--- src/rtl/ufault_pkg.sv ---
package ufault_pkg;
  localparam int ADDR_W      = 32;
  localparam int NUM_REGIONS = 3;

  typedef logic [ADDR_W-1:0] addr_t;

  // window bounds, inclusive; index 1 is the optional DRAM extension
  localparam addr_t REGION_LO [NUM_REGIONS] = '{32'h0000_0000, 32'h0040_0000, 32'hFFFF_8000};
  localparam addr_t REGION_HI [NUM_REGIONS] = '{32'h003F_FFFF, 32'h00FF_FFFF, 32'hFFFF_9FFF};
  localparam int    OPT_REGION = 1;
endpackage

--- src/rtl/ufault_decode.sv ---
module ufault_decode
  import ufault_pkg::*;
#(
  parameter bit OPT_DRAM_EN = 1'b1
) (
  input  addr_t addr,
  output logic  miss
);
  logic [NUM_REGIONS-1:0] hit_vec;

  for (genvar r = 0; r < NUM_REGIONS; r++) begin : g_region
    localparam addr_t SPAN = REGION_HI[r] - REGION_LO[r];
    if (r == OPT_REGION && !OPT_DRAM_EN) begin : g_off
      assign hit_vec[r] = 1'b0;
    end else begin : g_on
      addr_t offs;
      assign offs       = addr - REGION_LO[r];
      assign hit_vec[r] = (offs <= SPAN);
    end
  end

  assign miss = ~|hit_vec;
endmodule

--- src/rtl/ufault_hold.sv ---
module ufault_hold #(
  parameter int HOLD_CYCLES = 16
) (
  input  logic clk,
  input  logic rst,
  input  logic fire,
  output logic busy
);
  localparam int CNT_W = (HOLD_CYCLES > 1) ? $clog2(HOLD_CYCLES) : 1;
  localparam logic [CNT_W-1:0] LOAD_V = CNT_W'(HOLD_CYCLES - 1);

  logic [CNT_W-1:0] cnt_q;

  always_ff @(posedge clk) begin
    if (rst) begin
      busy  <= 1'b0;
      cnt_q <= '0;
    end else if (fire) begin
      busy  <= 1'b1;
      cnt_q <= LOAD_V;
    end else if (busy) begin
      if (cnt_q == '0) busy <= 1'b0;
      else             cnt_q <= cnt_q - 1'b1;
    end
  end
endmodule

--- src/rtl/ufault_capture.sv ---
module ufault_capture
  import ufault_pkg::*;
#(
  parameter int BE_W = 4,
  parameter int FC_W = 3
) (
  input  logic            clk,
  input  logic            rst,
  input  logic            load,
  input  addr_t           addr,
  input  logic [BE_W-1:0] be,
  input  logic            write,
  input  logic [FC_W-1:0] fc,
  output addr_t           flt_addr,
  output logic            flt_write,
  output logic [FC_W-1:0] flt_fc
);
  localparam int LANE_BITS = (BE_W > 1) ? $clog2(BE_W) : 1;
  localparam int HALF      = BE_W / 2;

  addr_t aligned;
  logic  low_only;

  assign aligned  = {addr[ADDR_W-1:LANE_BITS], {LANE_BITS{1'b0}}};
  assign low_only = ~|be[BE_W-1:HALF];

  always_ff @(posedge clk) begin
    if (rst) begin
      flt_addr  <= '0;
      flt_write <= 1'b0;
      flt_fc    <= '0;
    end else if (load) begin
      flt_addr  <= aligned + ADDR_W'(low_only);
      flt_write <= write;
      flt_fc    <= fc;
    end
  end
endmodule

--- src/rtl/ufault_buserr.sv ---
module ufault_buserr
  import ufault_pkg::*;
#(
  parameter int HOLD_CYCLES = 16,
  parameter int DATA_W      = 32,
  parameter int FC_W        = 3,
  parameter bit OPT_DRAM_EN = 1'b1,
  localparam int BE_W       = DATA_W / 8
) (
  input  logic              clk,
  input  logic              rst,
  input  logic              acc_valid,
  input  logic              acc_write,
  input  logic              acc_debug,
  input  logic [ADDR_W-1:0] acc_addr,
  input  logic [BE_W-1:0]   acc_be,
  input  logic [FC_W-1:0]   acc_fc,
  output logic              bus_err,
  output logic [ADDR_W-1:0] flt_addr,
  output logic              flt_write,
  output logic [FC_W-1:0]   flt_fc,
  output logic              fill_en,
  output logic [DATA_W-1:0] fill_data
);
  logic addr_miss;
  logic fire;

  ufault_decode #(.OPT_DRAM_EN(OPT_DRAM_EN)) decode_i (
    .addr (acc_addr),
    .miss (addr_miss)
  );

  assign fire = acc_valid & addr_miss & ~acc_debug & ~bus_err;

  ufault_hold #(.HOLD_CYCLES(HOLD_CYCLES)) hold_i (
    .clk  (clk),
    .rst  (rst),
    .fire (fire),
    .busy (bus_err)
  );

  ufault_capture #(.BE_W(BE_W), .FC_W(FC_W)) cap_i (
    .clk       (clk),
    .rst       (rst),
    .load      (fire),
    .addr      (acc_addr),
    .be        (acc_be),
    .write     (acc_write),
    .fc        (acc_fc),
    .flt_addr  (flt_addr),
    .flt_write (flt_write),
    .flt_fc    (flt_fc)
  );

  // fill response for unmapped reads, debug or not
  always_ff @(posedge clk) begin
    if (rst) begin
      fill_en   <= 1'b0;
      fill_data <= '0;
    end else begin
      fill_en   <= acc_valid & addr_miss & ~acc_write;
      fill_data <= (acc_valid & addr_miss & ~acc_write) ? '1 : '0;
    end
  end
endmodule

--- config.mk ---
export PLATFORM = sky130hd
export DESIGN_NAME = ufault_buserr
export DESIGN_NICKNAME = d
export VERILOG_FILES = /design/src/rtl/ufault_pkg.sv /design/src/rtl/ufault_decode.sv /design/src/rtl/ufault_hold.sv /design/src/rtl/ufault_capture.sv /design/src/rtl/ufault_buserr.sv
export SDC_FILE = /design/constraint.sdc
export NUM_CORES = 1
export LEC_CHECK = 0
export ABC_AREA = 1
export ABC_CLOCK_PERIOD_IN_PS = 1800
export BUFFER_PORTS_ARGS = -buffer_cell sky130_fd_sc_hd__buf_2
export CAP_MARGIN = 20
export CORE_ASPECT_RATIO = 1.5
export CORE_MARGIN = 5
export CORE_UTILIZATION = 30
export DETAILED_ROUTE_END_ITERATION = 10
export PLACE_DENSITY = 0.54
export SLEW_MARGIN = 20
export SYNTH_ARGS = -nofsm -noshare
export SYNTH_HDL_FRONTEND = slang
export SYNTH_SLANG_ARGS = --single-unit
--- constraint.sdc ---
create_clock -name clk -period 1.8 [get_ports clk]
set_clock_uncertainty 0.2 [all_clocks]
set_input_delay 0.09 -clock clk [delete_from_list [all_inputs] [get_ports clk]]
set_output_delay 0.09 -clock clk [all_outputs]
set_load 0.01 [all_outputs]
* Word level (Yosys, flattened, before mapping)
Cells that the tools add are included.
** Word-level totals
- Word-level logic and storage cells :: 36
- Output and inout port bits :: 70
- Flip-flop bits (word level) :: 74
- Bits of input ports :: 44
** Cells by class
- Equality and inequality tests :: 1
- Reduce and logical (&&, ||, !) cells :: 7
- Add/sub/neg operators :: 4
- Muxes and demuxes :: 7
- Bitwise operators :: 7
- $lt $le $gt $ge :: 3
** Operator list (count)
- adder 32 x 1 -> 32 bit :: 1
- <= comparator 32 x 13 -> 1 bit (second input constant) :: 1
- <= comparator 32 x 22 -> 1 bit (second input constant) :: 1
- <= comparator 32 x 24 -> 1 bit (second input constant) :: 1
- two-way mux 32 bit :: 1
- subtractor 32 x 23 -> 32 bit (second input constant) :: 1
- subtractor 32 bit (second input constant) :: 1
- two-way mux 4 bit :: 3
- bitwise AND 1 bit :: 4
- zero test 4 bit :: 1
- subtractor 4 x 1 -> 4 bit (second input constant) :: 1
- two-way mux 1 bit :: 3
- inverter 1 bit :: 3
- OR reduction 3 bit :: 1
- zero test 1 bit :: 2
- inequality test 2 x 1 -> 1 bit (second input constant) :: 1
- AND reduction 2 bit :: 1
- nonzero test 2 bit :: 1
- OR reduction 2 bit :: 1

* Logic depth before layout (Yosys ltp)
Gate-level depths: netlist of the first run.
- Word-level depth :: 9
- Mapped depth :: 17
- Gate-level depth less buffers :: 15

* Hierarchy
From an unflattened synthesis of the first run, not the netlist that was laid out.
** Unflattened totals
- Cells, all modules :: 362
- Area total of the unflattened synthesis :: 2412.3 µm²
** By module, submodules not included
- ufault_capture :: cells each 155, area an instance 1296.2 µm², sequential area each 700.7 µm², instances 1
- ufault_decode :: cells each 126, area an instance 558.0 µm², sequential area each 0.0 µm², instances 1
- ufault_buserr :: cells each 42, area an instance 294.0 µm², sequential area each 20.0 µm², instances 1
- ufault_hold :: cells each 39, area an instance 264.0 µm², sequential area each 100.1 µm², instances 1

* Worst setup path after synthesis of the first run
Ideal clock, no wire load.
- Path type :: input -> register
- Start point :: input acc_addr[15]
- End point :: register cap_i.flt_addr[0]
- Required time :: 1.487 ns
- Path slack :: 0.027 ns
- Arrival time :: 1.461 ns
- Stages on the path :: 16
- Library setup time :: 0.113 ns
- Path through :: ha_1 nand2_1 nor2_4 nand3_1 nor2_1 nand2_1 nand2_1 nand2_1 nor2_1 nand2_1 nand3_2 buf_6 buf_4 nand2_1 nand2_1 nor2_1
** Between the ends
- Word-level cells in the longest chain between the ends :: 7
** Ends and longest elaborated chain
- from (decl) :: line ufault_buserr.sv:15 : input logic [ADDR_W-1:0] acc_addr,
- subtractor 32 x 23 -> 32 bit or subtractor 32 bit (tied branches) :: line ufault_decode.sv:17 : assign offs = addr - REGION_LO[r];
- <= comparator 32 x 24 -> 1 bit or <= comparator 32 x 13 -> 1 bit (tied branches) :: line ufault_decode.sv:18 : assign hit_vec[r] = (offs <= SPAN);
- OR reduction 3 bit * :: line ufault_decode.sv:22 : assign miss = ~|hit_vec;
- zero test 1 bit * :: line ufault_decode.sv:22
- bitwise AND 1 bit * (3 in a row) :: line ufault_buserr.sv:33 : assign fire = acc_valid & addr_miss & ~acc_debug & ~bus_err;
- to (signal assigned) :: line ufault_capture.sv:33 : flt_addr <= aligned + ADDR_W'(low_only);
- to (decl) :: line ufault_capture.sv:14 : output addr_t flt_addr,
Mark *: on every way between the ends. The rest lies on a longest branch, timed or not.
A chain may end at the register's enable or synchronous reset.

* Worst setup path after layout of the first run
- Start point :: input acc_addr[17]
- End point :: register cap_i.flt_addr[6]
Same word-level chain as after synthesis.

==> results of run 1 <==
[cells by family (layout without fill, tap and decap cells)]
kind of cell / after synthesis / in the layout / share of synthesized area
AND/OR/NAND/NOR: 240 / 241 / 0.3894
buffers and inverters: 108 / 255 / 0.2247
flip-flops: 41 / 41 / 0.3305
AO/OA/AOI/OAI: 15 / 15 / 0.03325
XOR/XNOR: 3 / 3 / 0.01058
adder cells (fa/ha/maj): 2 / 2 / 0.01007
other: 1 / 1 / 0.001510
[worst max-delay path, delay by kind of cell]
kind	cells	cell delay, ns
buf+inv	2	0.36
simple gates	13	1.29
[report_power, final]
part | internal (W) | switching [W]
clock | 0.000552 | 0.000390
combinational | 0.000356 | 0.000384
sequential | 0.000979 | 0.0000354
[layer usage]
layer  share of wire  vias up  GRT usage  routed length [um]
met3           0.062       19    0.03872                 497
met2            0.54       96     0.2688                4324
met4           0.036        0    0.08048                 287
met1            0.37     1222     0.1413                2941
li1                -     1472          -                   -
met5               0        -          0                   0
[flip-flops by register name, summed over array words and instances, names as in the netlist]
register / flops
cap_i.flt_write: 1
cap_i.flt_addr: 31
hold_i.cnt_q: 4
cap_i.flt_fc: 3
fill_data: 1
hold_i.busy: 1
[repair_timing]
item	in CTS	in global routing
hold endpoints to repair	39	0
setup buffers	0	3
gates cloned	0	8
pin swaps	0	17
resized for setup	1	83
endpoints found under the setup margin	35	40
hold buffers	35	0
[synthesized netlist by cell type, drive strengths merged]
master | n | area [sq um]
conb | 1 | 3.750
o21bai | 1 | 7.510
dfxtp | 41 | 820.8
a21boi | 1 | 7.510
nand2 | 121 | 456.7
nand3 | 17 | 90.09
a21oi | 7 | 35.03
inv | 63 | 236.5
nor2 | 95 | 376.6
ha | 2 | 25.02
clkbuf | 3 | 11.26
o21a | 1 | 7.510
clkinv | 1 | 3.750
xor2 | 3 | 26.28
o21ai | 5 | 25.02
nand4 | 7 | 43.79
buf | 41 | 306.5
[through the flow]
step                setup slack [ns]  total power, W  TNS [ns]  utilization  hold slack, ns
detailed placement           -0.3513        0.001577    -12.82       0.3857         0.08420
global placement             -0.3101        0.001570    -11.51       0.3857         0.08889
global route                 -0.1010        0.002857    -2.186       0.5065         0.04468
finish                       0.02736        0.002696         0       0.5065         0.01413
floorplan                    0.02673        0.001363         0            -        -0.04093
CTS                       0.00008948        0.002597         0       0.4484        0.002699
[area by class of cell]
cell class | count | area [sq um]
Fill cell | 794 | 3976
Timing Repair Buffer | 183 | 1369
Multi-Input combinational cell | 262 | 1368
Sequential cell | 41 | 820.8
Inverter | 64 | 240.2
Clock buffer | 6 | 138.9
Tap cell | 105 | 131.4
Clock inverter | 2 | 13.76
[worst min path at each step]
| stage | endpoint | slack, ns | depth (start not counted) |
|---|---|---|---|
| final | cap_i.flt_addr[31] | 0.01 | 3 |
| after global routing | cap_i.flt_addr[17] | 0.04 | 4 |
| after CTS | cap_i.flt_addr[18] | 0.003 | 4 |
| after detailed placement | fill_data[30] | 0.08 | 2 |
| after global placement | fill_data[30] | 0.09 | 2 |
| after floorplan | hold_i.busy | -0.04 | 1 |
==> summary.md, run 1 <==
| Metric | Value |
|---|---|
| Status | `completed` |
| DIE AREA | `just over 10000 sq um` |
| Tmin final | `1.773 ns` |
| Grt total ovfl | `0` |
| Final instance area | `just over 4000 sq um` |
| Setup Crit Path Kind | `input pin to flip-flop` |
| Slew Limit Fails | `0` |
| Initial Utilization | `0.3082` |
| Post-DP HPWL | `5300 um` |
| Commonest non-fill, non-tap cell in the layout | `buf_2` |
| Setup slack, reg-to-reg | `roughly 0.17 ns` |
| Hold Crit Class | `input pin to flip-flop` |
| Commonest non-fill, non-tap cells in the layout | `buf_2 (104), nand2_1 (87), nor2_1 (73)` |
| Clock latency on the worst-skew pair | `0.29 ns` |
| P&R area growth vs syn | `64.33%` |
| Number of global-route vias before repair | `about 2600` |
| Largest net degree at the start of global routing | `34` |
| Clock Pin Slew Worst Setup and Hold Paths | `0.06 ns` |
| Avg Inst Size Synth | `6.058 sq um` |
| Vias | `2809` |
| Synth Warn # | `0` |
| Top Ports | `114` |
| Die height | `121.4 um` |
| Fmax | `0.5641 GHz` |
| Crit path launch | `acc_addr[17]` |
| Clk sinks | `41` |
| Final period utilization | `0.9848` |
| CTS root buf | `clkbuf_16` |
| CP peak stage delay | `0.21 ns` |
| Nets | `603` |
| ANT nets after route | `0` |
| Core area | `between 8000 and 9000 sq um` |
| Cell Area, Synth | `2484 sq um` |
| Worst path cell trace | `clkbuf_4 > nand2_2 > nor2_4 > nand3_1 > nand2_1 > nand2_1 > nor2_1 > nand2_1 > nor2_1 > nand2_2 > nand3_4 > clkbuf_16 > nand2_1 > nand2_1 > nor2_1` |
| Type of origin of the critical path | `input pin` |
| First-pass iteration count of the detailed router | `4` |
| R2R depth | `6` |
| Reg2reg end | `cap_i.flt_addr[30]` |
| Largest fanout on the critical path | `7` |
| Global-route wire length before repair | `between 10000 and 15000 um` |
| VDD IR-drop max | `0.0008810 V` |
| Critical Path Sink Type | `flip-flop` |
| Final-report hold violation count | `0` |
| Synth unique cells | `24` |
| Worst r2r src | `hold_i.busy` |
| Gpl congestion | `0.8246` |
| Overall Global Routing Usage | `0.1441` |
| Number of max-cap violations | `0` |
| Seq cells post-synth | `41` |
| Drc violations | `0` |
| Vias per inst | `4.237` |
| Wire per inst | `approximately 12 um` |
| Endpoints failing setup | `0` |
| Cell Rows | `40` |
| Routed wire length | `8051 um` |
| Seq/Total Area, Yosys | `0.3305` |
| Placed cells | `610` |
| Diodes inserted | `0` |
| Post-synthesis cell count | `between 400 and 500` |
| Area of placed instances | `3108 sq um` |
| P per Cell Area | `660.5 nW/um^2` |
| Share of layout cells above drive strength 1 | `0.3925` |
| H-Tree Depth | `2` |
| CTS Buffer Depth | `2` |
| CP required | `around 1.8 ns` |
| RSZ-0062 raised after global routing | `true` |
| Num CTS Buffers | `5` |
| Finished Layout Cells | `663` |
| Crit-path slowest cell | `nor2_4` |
| HP Start | `acc_addr[31]` |
| Initial antenna violation count | `0` |
| Die width | `84.29 um` |
| CP arrival | `1.76 ns` |
| Static Leak | `about 2.2 nW` |
| Critical path's most frequent cell | `nand2_1` |
| CTS tree | `done` |
| # port buffers | `roughly 110` |
| Synthesized Nets | `between 400 and 500` |
| Starting DRT DRC Count | `135` |
| Worst Setup EP | `cap_i.flt_addr[6]` |
Power figures use the tool's default switching activity.
==> inputs of run 2 (changes only) <==
--- a/config.mk
+++ b/config.mk
@@ -5,16 +5,19 @@
 export SDC_FILE = /design/constraint.sdc
 export NUM_CORES = 1
 export LEC_CHECK = 0
-export ABC_AREA = 1
+export ABC_AREA = 0
 export ABC_CLOCK_PERIOD_IN_PS = 1800
 export BUFFER_PORTS_ARGS = -buffer_cell sky130_fd_sc_hd__buf_2
 export CAP_MARGIN = 20
+export CELL_PAD_IN_SITES_DETAIL_PLACEMENT = 1
+export CELL_PAD_IN_SITES_GLOBAL_PLACEMENT = 1
 export CORE_ASPECT_RATIO = 1.5
 export CORE_MARGIN = 5
-export CORE_UTILIZATION = 30
+export CORE_UTILIZATION = 29
 export DETAILED_ROUTE_END_ITERATION = 10
-export PLACE_DENSITY = 0.54
+export PLACE_DENSITY = 0.74
 export SLEW_MARGIN = 20
 export SYNTH_ARGS = -nofsm -noshare
 export SYNTH_HDL_FRONTEND = slang
+export SYNTH_HIERARCHICAL = 1
 export SYNTH_SLANG_ARGS = --single-unit
==> run 2 against run 1 <==
The flow now finishes with violations (negative setup slack). Routed wire length decreased by 3.2%. First-iteration DRC count shrank 73%. Worst setup slack got worse by 0.34 ns. Sequential power about the same. Critical endpoint is now cap_i/flt_addr[9]. Largest cell class unchanged.
==> summary.md, run 2 <==
| Metric | Value |
|---|---|
| Status | `complete, but fails checks` |
| Failing checks | `negative setup slack` |
| Number of max-cap violations | `0` |
| Fin Hold WS | `0.02346 ns` |
| Vias | `2274` |
| Gpl congestion | `0.7837` |
| RSZ-0062 raised after global routing | `true` |
| Worst path cell trace | `buf_8 > ha_4 > nand4_1 > nor3_1 > nor3_2 > nor4_4 > a31oi_4 > and4bb_4 > buf_6 > buf_6 > mux2i_1 > nor2_1` |
| Drc violations | `0` |
| P&R area growth vs syn | `60.86%` |
| Synth Warn # | `6` |
| Die width | `79.91 um` |
| Finished Layout Cells | `471` |
| Setup TNS | `-9.788 ns` |
| Slew headroom | `0.6305` |
| Placed cells | `423` |
| Critical Path Sink Type | `flip-flop` |
| Total chip power | `0.002343 W` |
| Area share of the largest cell type after synthesis | `0.3861` |
| Nets | `416` |
| Initial Utilization | `0.2961` |
| Number of global-route vias before repair | `about 2400` |
| CP arrival | `2.09 ns` |
| Clock Pin Slew Worst Setup and Hold Paths | `0.09 ns` |
| Post-synthesis cell count | `~230` |
| Global-route wire length before repair | `11730 um` |
| CTS Buffer Depth | `2` |
| Ranking of synthesized cells by area | `dfxtp_1 (39%), mux2i_1 (17%), buf_4 (13%)` |
| Reg2reg end | `hold_i/cnt_q[0]` |
| Routed wire length | `approximately 8000 um` |
| H-Tree Depth | `2` |
| Count leader, synth | `dfxtp_1` |
| Hold worst-path end | `cap_i/flt_addr[30]` |
| Avg Inst Size Synth | `9.085 sq um` |
| Endpoints failing setup | `40` |
| Post-DP HPWL | `4920 um` |
| Top Registers | `cap_i/flt_addr x31, hold_i/cnt_q x4, cap_i/flt_fc x3` |
| Grt total ovfl | `0` |
| Hold Crit Class | `input pin to flip-flop` |
| VDD IR-drop max | `between 0.0005 and 0.0006 V` |
| CP peak stage delay | `0.33 ns` |
| Synth unique cells | `42` |
| Final period utilization | `1.174` |
| Yosys top cell by area | `dfxtp_1` |
| Overall Global Routing Usage | `0.1613` |
| Fmax | `0.4734 GHz` |
| Reg with most FFs | `cap_i/flt_addr` |
| Slew Limit Fails | `0` |
| Critical path's most frequent cell | `buf_6` |
| Worst setup margin | `-0.3124 ns` |
| Worst r2r src | `hold_i/cnt_q[0]` |
| CTS tree | `done` |
| Diodes inserted | `0` |
| WHS Path Cells | `4` |
| Synthesized Nets | `280` |
| R2R depth | `5` |
| First-pass iteration count of the detailed router | `4` |
| Seq/Total Area, Yosys | `0.3861` |
| Cell Rows | `38` |
| Main synth FF type | `dfxtp_1` |
| Commonest non-fill, non-tap cells in the layout | `buf_2 (104), dfxtp_1 (41), nor2_1 (38)` |
| Num CTS Buffers | `5` |
| ANT nets after route | `0` |
| Largest fanout on the critical path | `5` |
| Share of layout cells above drive strength 1 | `0.4528` |
| Final-report hold violation count | `0` |
| Initial antenna violation count | `0` |
| Worst Tran Pin Value | `0.5542 ns` |
| # port buffers | `108` |
| Async SR Flop Fraction | `0` |
| Most common library cells after synthesis | `dfxtp_1 (41), nor2_1 (38), buf_4 (37), mux2i_1 (36), nor3_1 (10)` |
| Flip-flop count of the largest register after layout | `31` |
| Clk sinks | `41` |
| Clock latency on the worst-skew pair | `0.30 ns` |
| Number of synthesized flops with an enable pin | `0` |
| Type of origin of the critical path | `input pin` |
| Post-place setup slack | `-0.7506 ns` |
| Core area | `7179 sq um` |
| Die height | `114.9 um` |
| Wire per inst | `approximately 17 um` |
| Setup slack, reg-to-reg | `about 0.10 ns` |
| Top Ports | `114` |
| Commonest non-fill, non-tap cell in the layout | `buf_2` |
| Vias per inst | `approximately 4.8` |
| Setup Crit Path Kind | `input pin to flip-flop` |
| Crit-path slowest cell | `nor4_4` |
| HP Start | `acc_addr[30]` |
| Static Leak | `~1.6 nW` |
| Cell Area, Synth | `between 2000 and 2500 sq um` |
| Seq cells post-synth | `41` |
| DIE AREA | `9178 sq um` |
| CP required | `around 1.8 ns` |
| Tmin final | `2.112 ns` |
| CTS root buf | `clkbuf_8` |
| P per Cell Area | `685.1 nW/um^2` |
| Largest net degree at the start of global routing | `34` |
| Starting DRT DRC Count | `36` |
==> run 2: cell types whose count changed after synthesis, sizes merged, moves of 3 or more <==
| cell | before | now |
|---|---|---|
| inv | 63 | 4 |
| nand3 | 17 | 5 |
| o21ai | 5 | 2 |
| nor4 | 0 | 3 |
| nor3 | 0 | 10 |
| nor2 | 95 | 38 |
| buf | 41 | 37 |
| mux2i | 0 | 36 |
| nand2 | 121 | 7 |
| a31oi | 0 | 6 |
| and3 | 0 | 3 |
| nand4 | 7 | 3 |
==> run 2: report_power, final <==
| group | internal (W) | total [W] | switching [W] |
|---|---|---|---|
| logic | 0.000299 | 0.000583 | 0.000284 |
| clock network | 0.000415 | 0.000772 | 0.000356 |
| registers | 0.000958 | 0.000988 | 0.0000307 |
| total | 0.00167 | 0.00234 | 0.000671 |
==> run 2: routing by layer <==
| layer | track usage | vias up | routed length [um] |
|---|---|---|---|
| li1 | - | 1063 | - |
| met1 | 0.1641 | 1120 | 2920 |
| met2 | 0.3164 | 87 | 4205 |
| met3 | 0.03683 | 4 | 574 |
| met4 | 0.05073 | 0 | 91 |
| met5 | 0 | - | 0 |
==> run 2: final cells by class <==
| cell class | instances | area (sq um) |
|---|---|---|
| inverters | 4 | 15.01 |
| flip-flops and latches | 41 | 820.8 |
| repair buffers | 170 | 1189 |
| clock buffers | 5 | 68.82 |
| multi-input cells | 148 | 1155 |
| well taps | 100 | 125.1 |
| fillers | 839 | 3760 |
| clock inverters | 3 | 46.29 |
==> run 2: critical path, delay by kind of cell <==
kind            cells  cell delay, ns
buf+inv             3            0.33
fa+ha+maj           1            0.14
compound gates      1            0.15
simple gates        6            1.22
mux                 1            0.16
==> run 2: worst max-delay path by stage <==
| stage | from | endpoint | slack [ns] | cells past startpoint |
|---|---|---|---|---|
| 6_report | acc_addr[15] | cap_i/flt_addr[9] | -0.31 | 12 |
| 5_1_grt | acc_addr[15] | cap_i/flt_addr[9] | -0.42 | 12 |
| 4_1_cts | acc_addr[15] | cap_i/flt_addr[5] | -0.24 | 13 |
| 3_5_place_dp | acc_addr[16] | cap_i/flt_addr[10] | -0.75 | 10 |
| 3_3_place_gp | acc_addr[15] | cap_i/flt_write | -0.62 | 10 |
| 2_1_floorplan | acc_addr[15] | cap_i/flt_addr[0] | -0.28 | 10 |
==> run 2: logic make-up (layout without fill, tap and decap cells) <==
family | after synthesis | count (layout) | synth area share
multiplexers | 36 | 36 | 0.1695
XOR/XNOR | 2 | 2 | 0.008242
flip-flops | 41 | 41 | 0.3861
AND/OR/NAND/NOR | 82 | 83 | 0.2007
other | 1 | 1 | 0.001764
AO/OA/AOI/OAI | 24 | 24 | 0.07476
buffers and inverters | 46 | 182 | 0.1471
adder cells (fa/ha/maj) | 2 | 2 | 0.01177
==> run 2: repair_timing <==
| action | CTS | global route |
|---|---|---|
| hold buffers | 32 | 0 |
| pin swaps | 11 | 2 |
| resized for setup | 30 | 6 |
| gates cloned | 1 | 2 |
| hold endpoints to repair | 31 | 0 |
| setup buffers | 5 | 0 |
| setup endpoints to repair | 40 | 40 |
==> run 2: stage by stage <==
stage	utilization	area (sq um)
after floorplan	-	2165
after global placement	0.3764	2703
after detailed placement	0.3764	2703
after CTS	0.4665	3349
after global routing	0.4763	3420
final	0.4763	3420
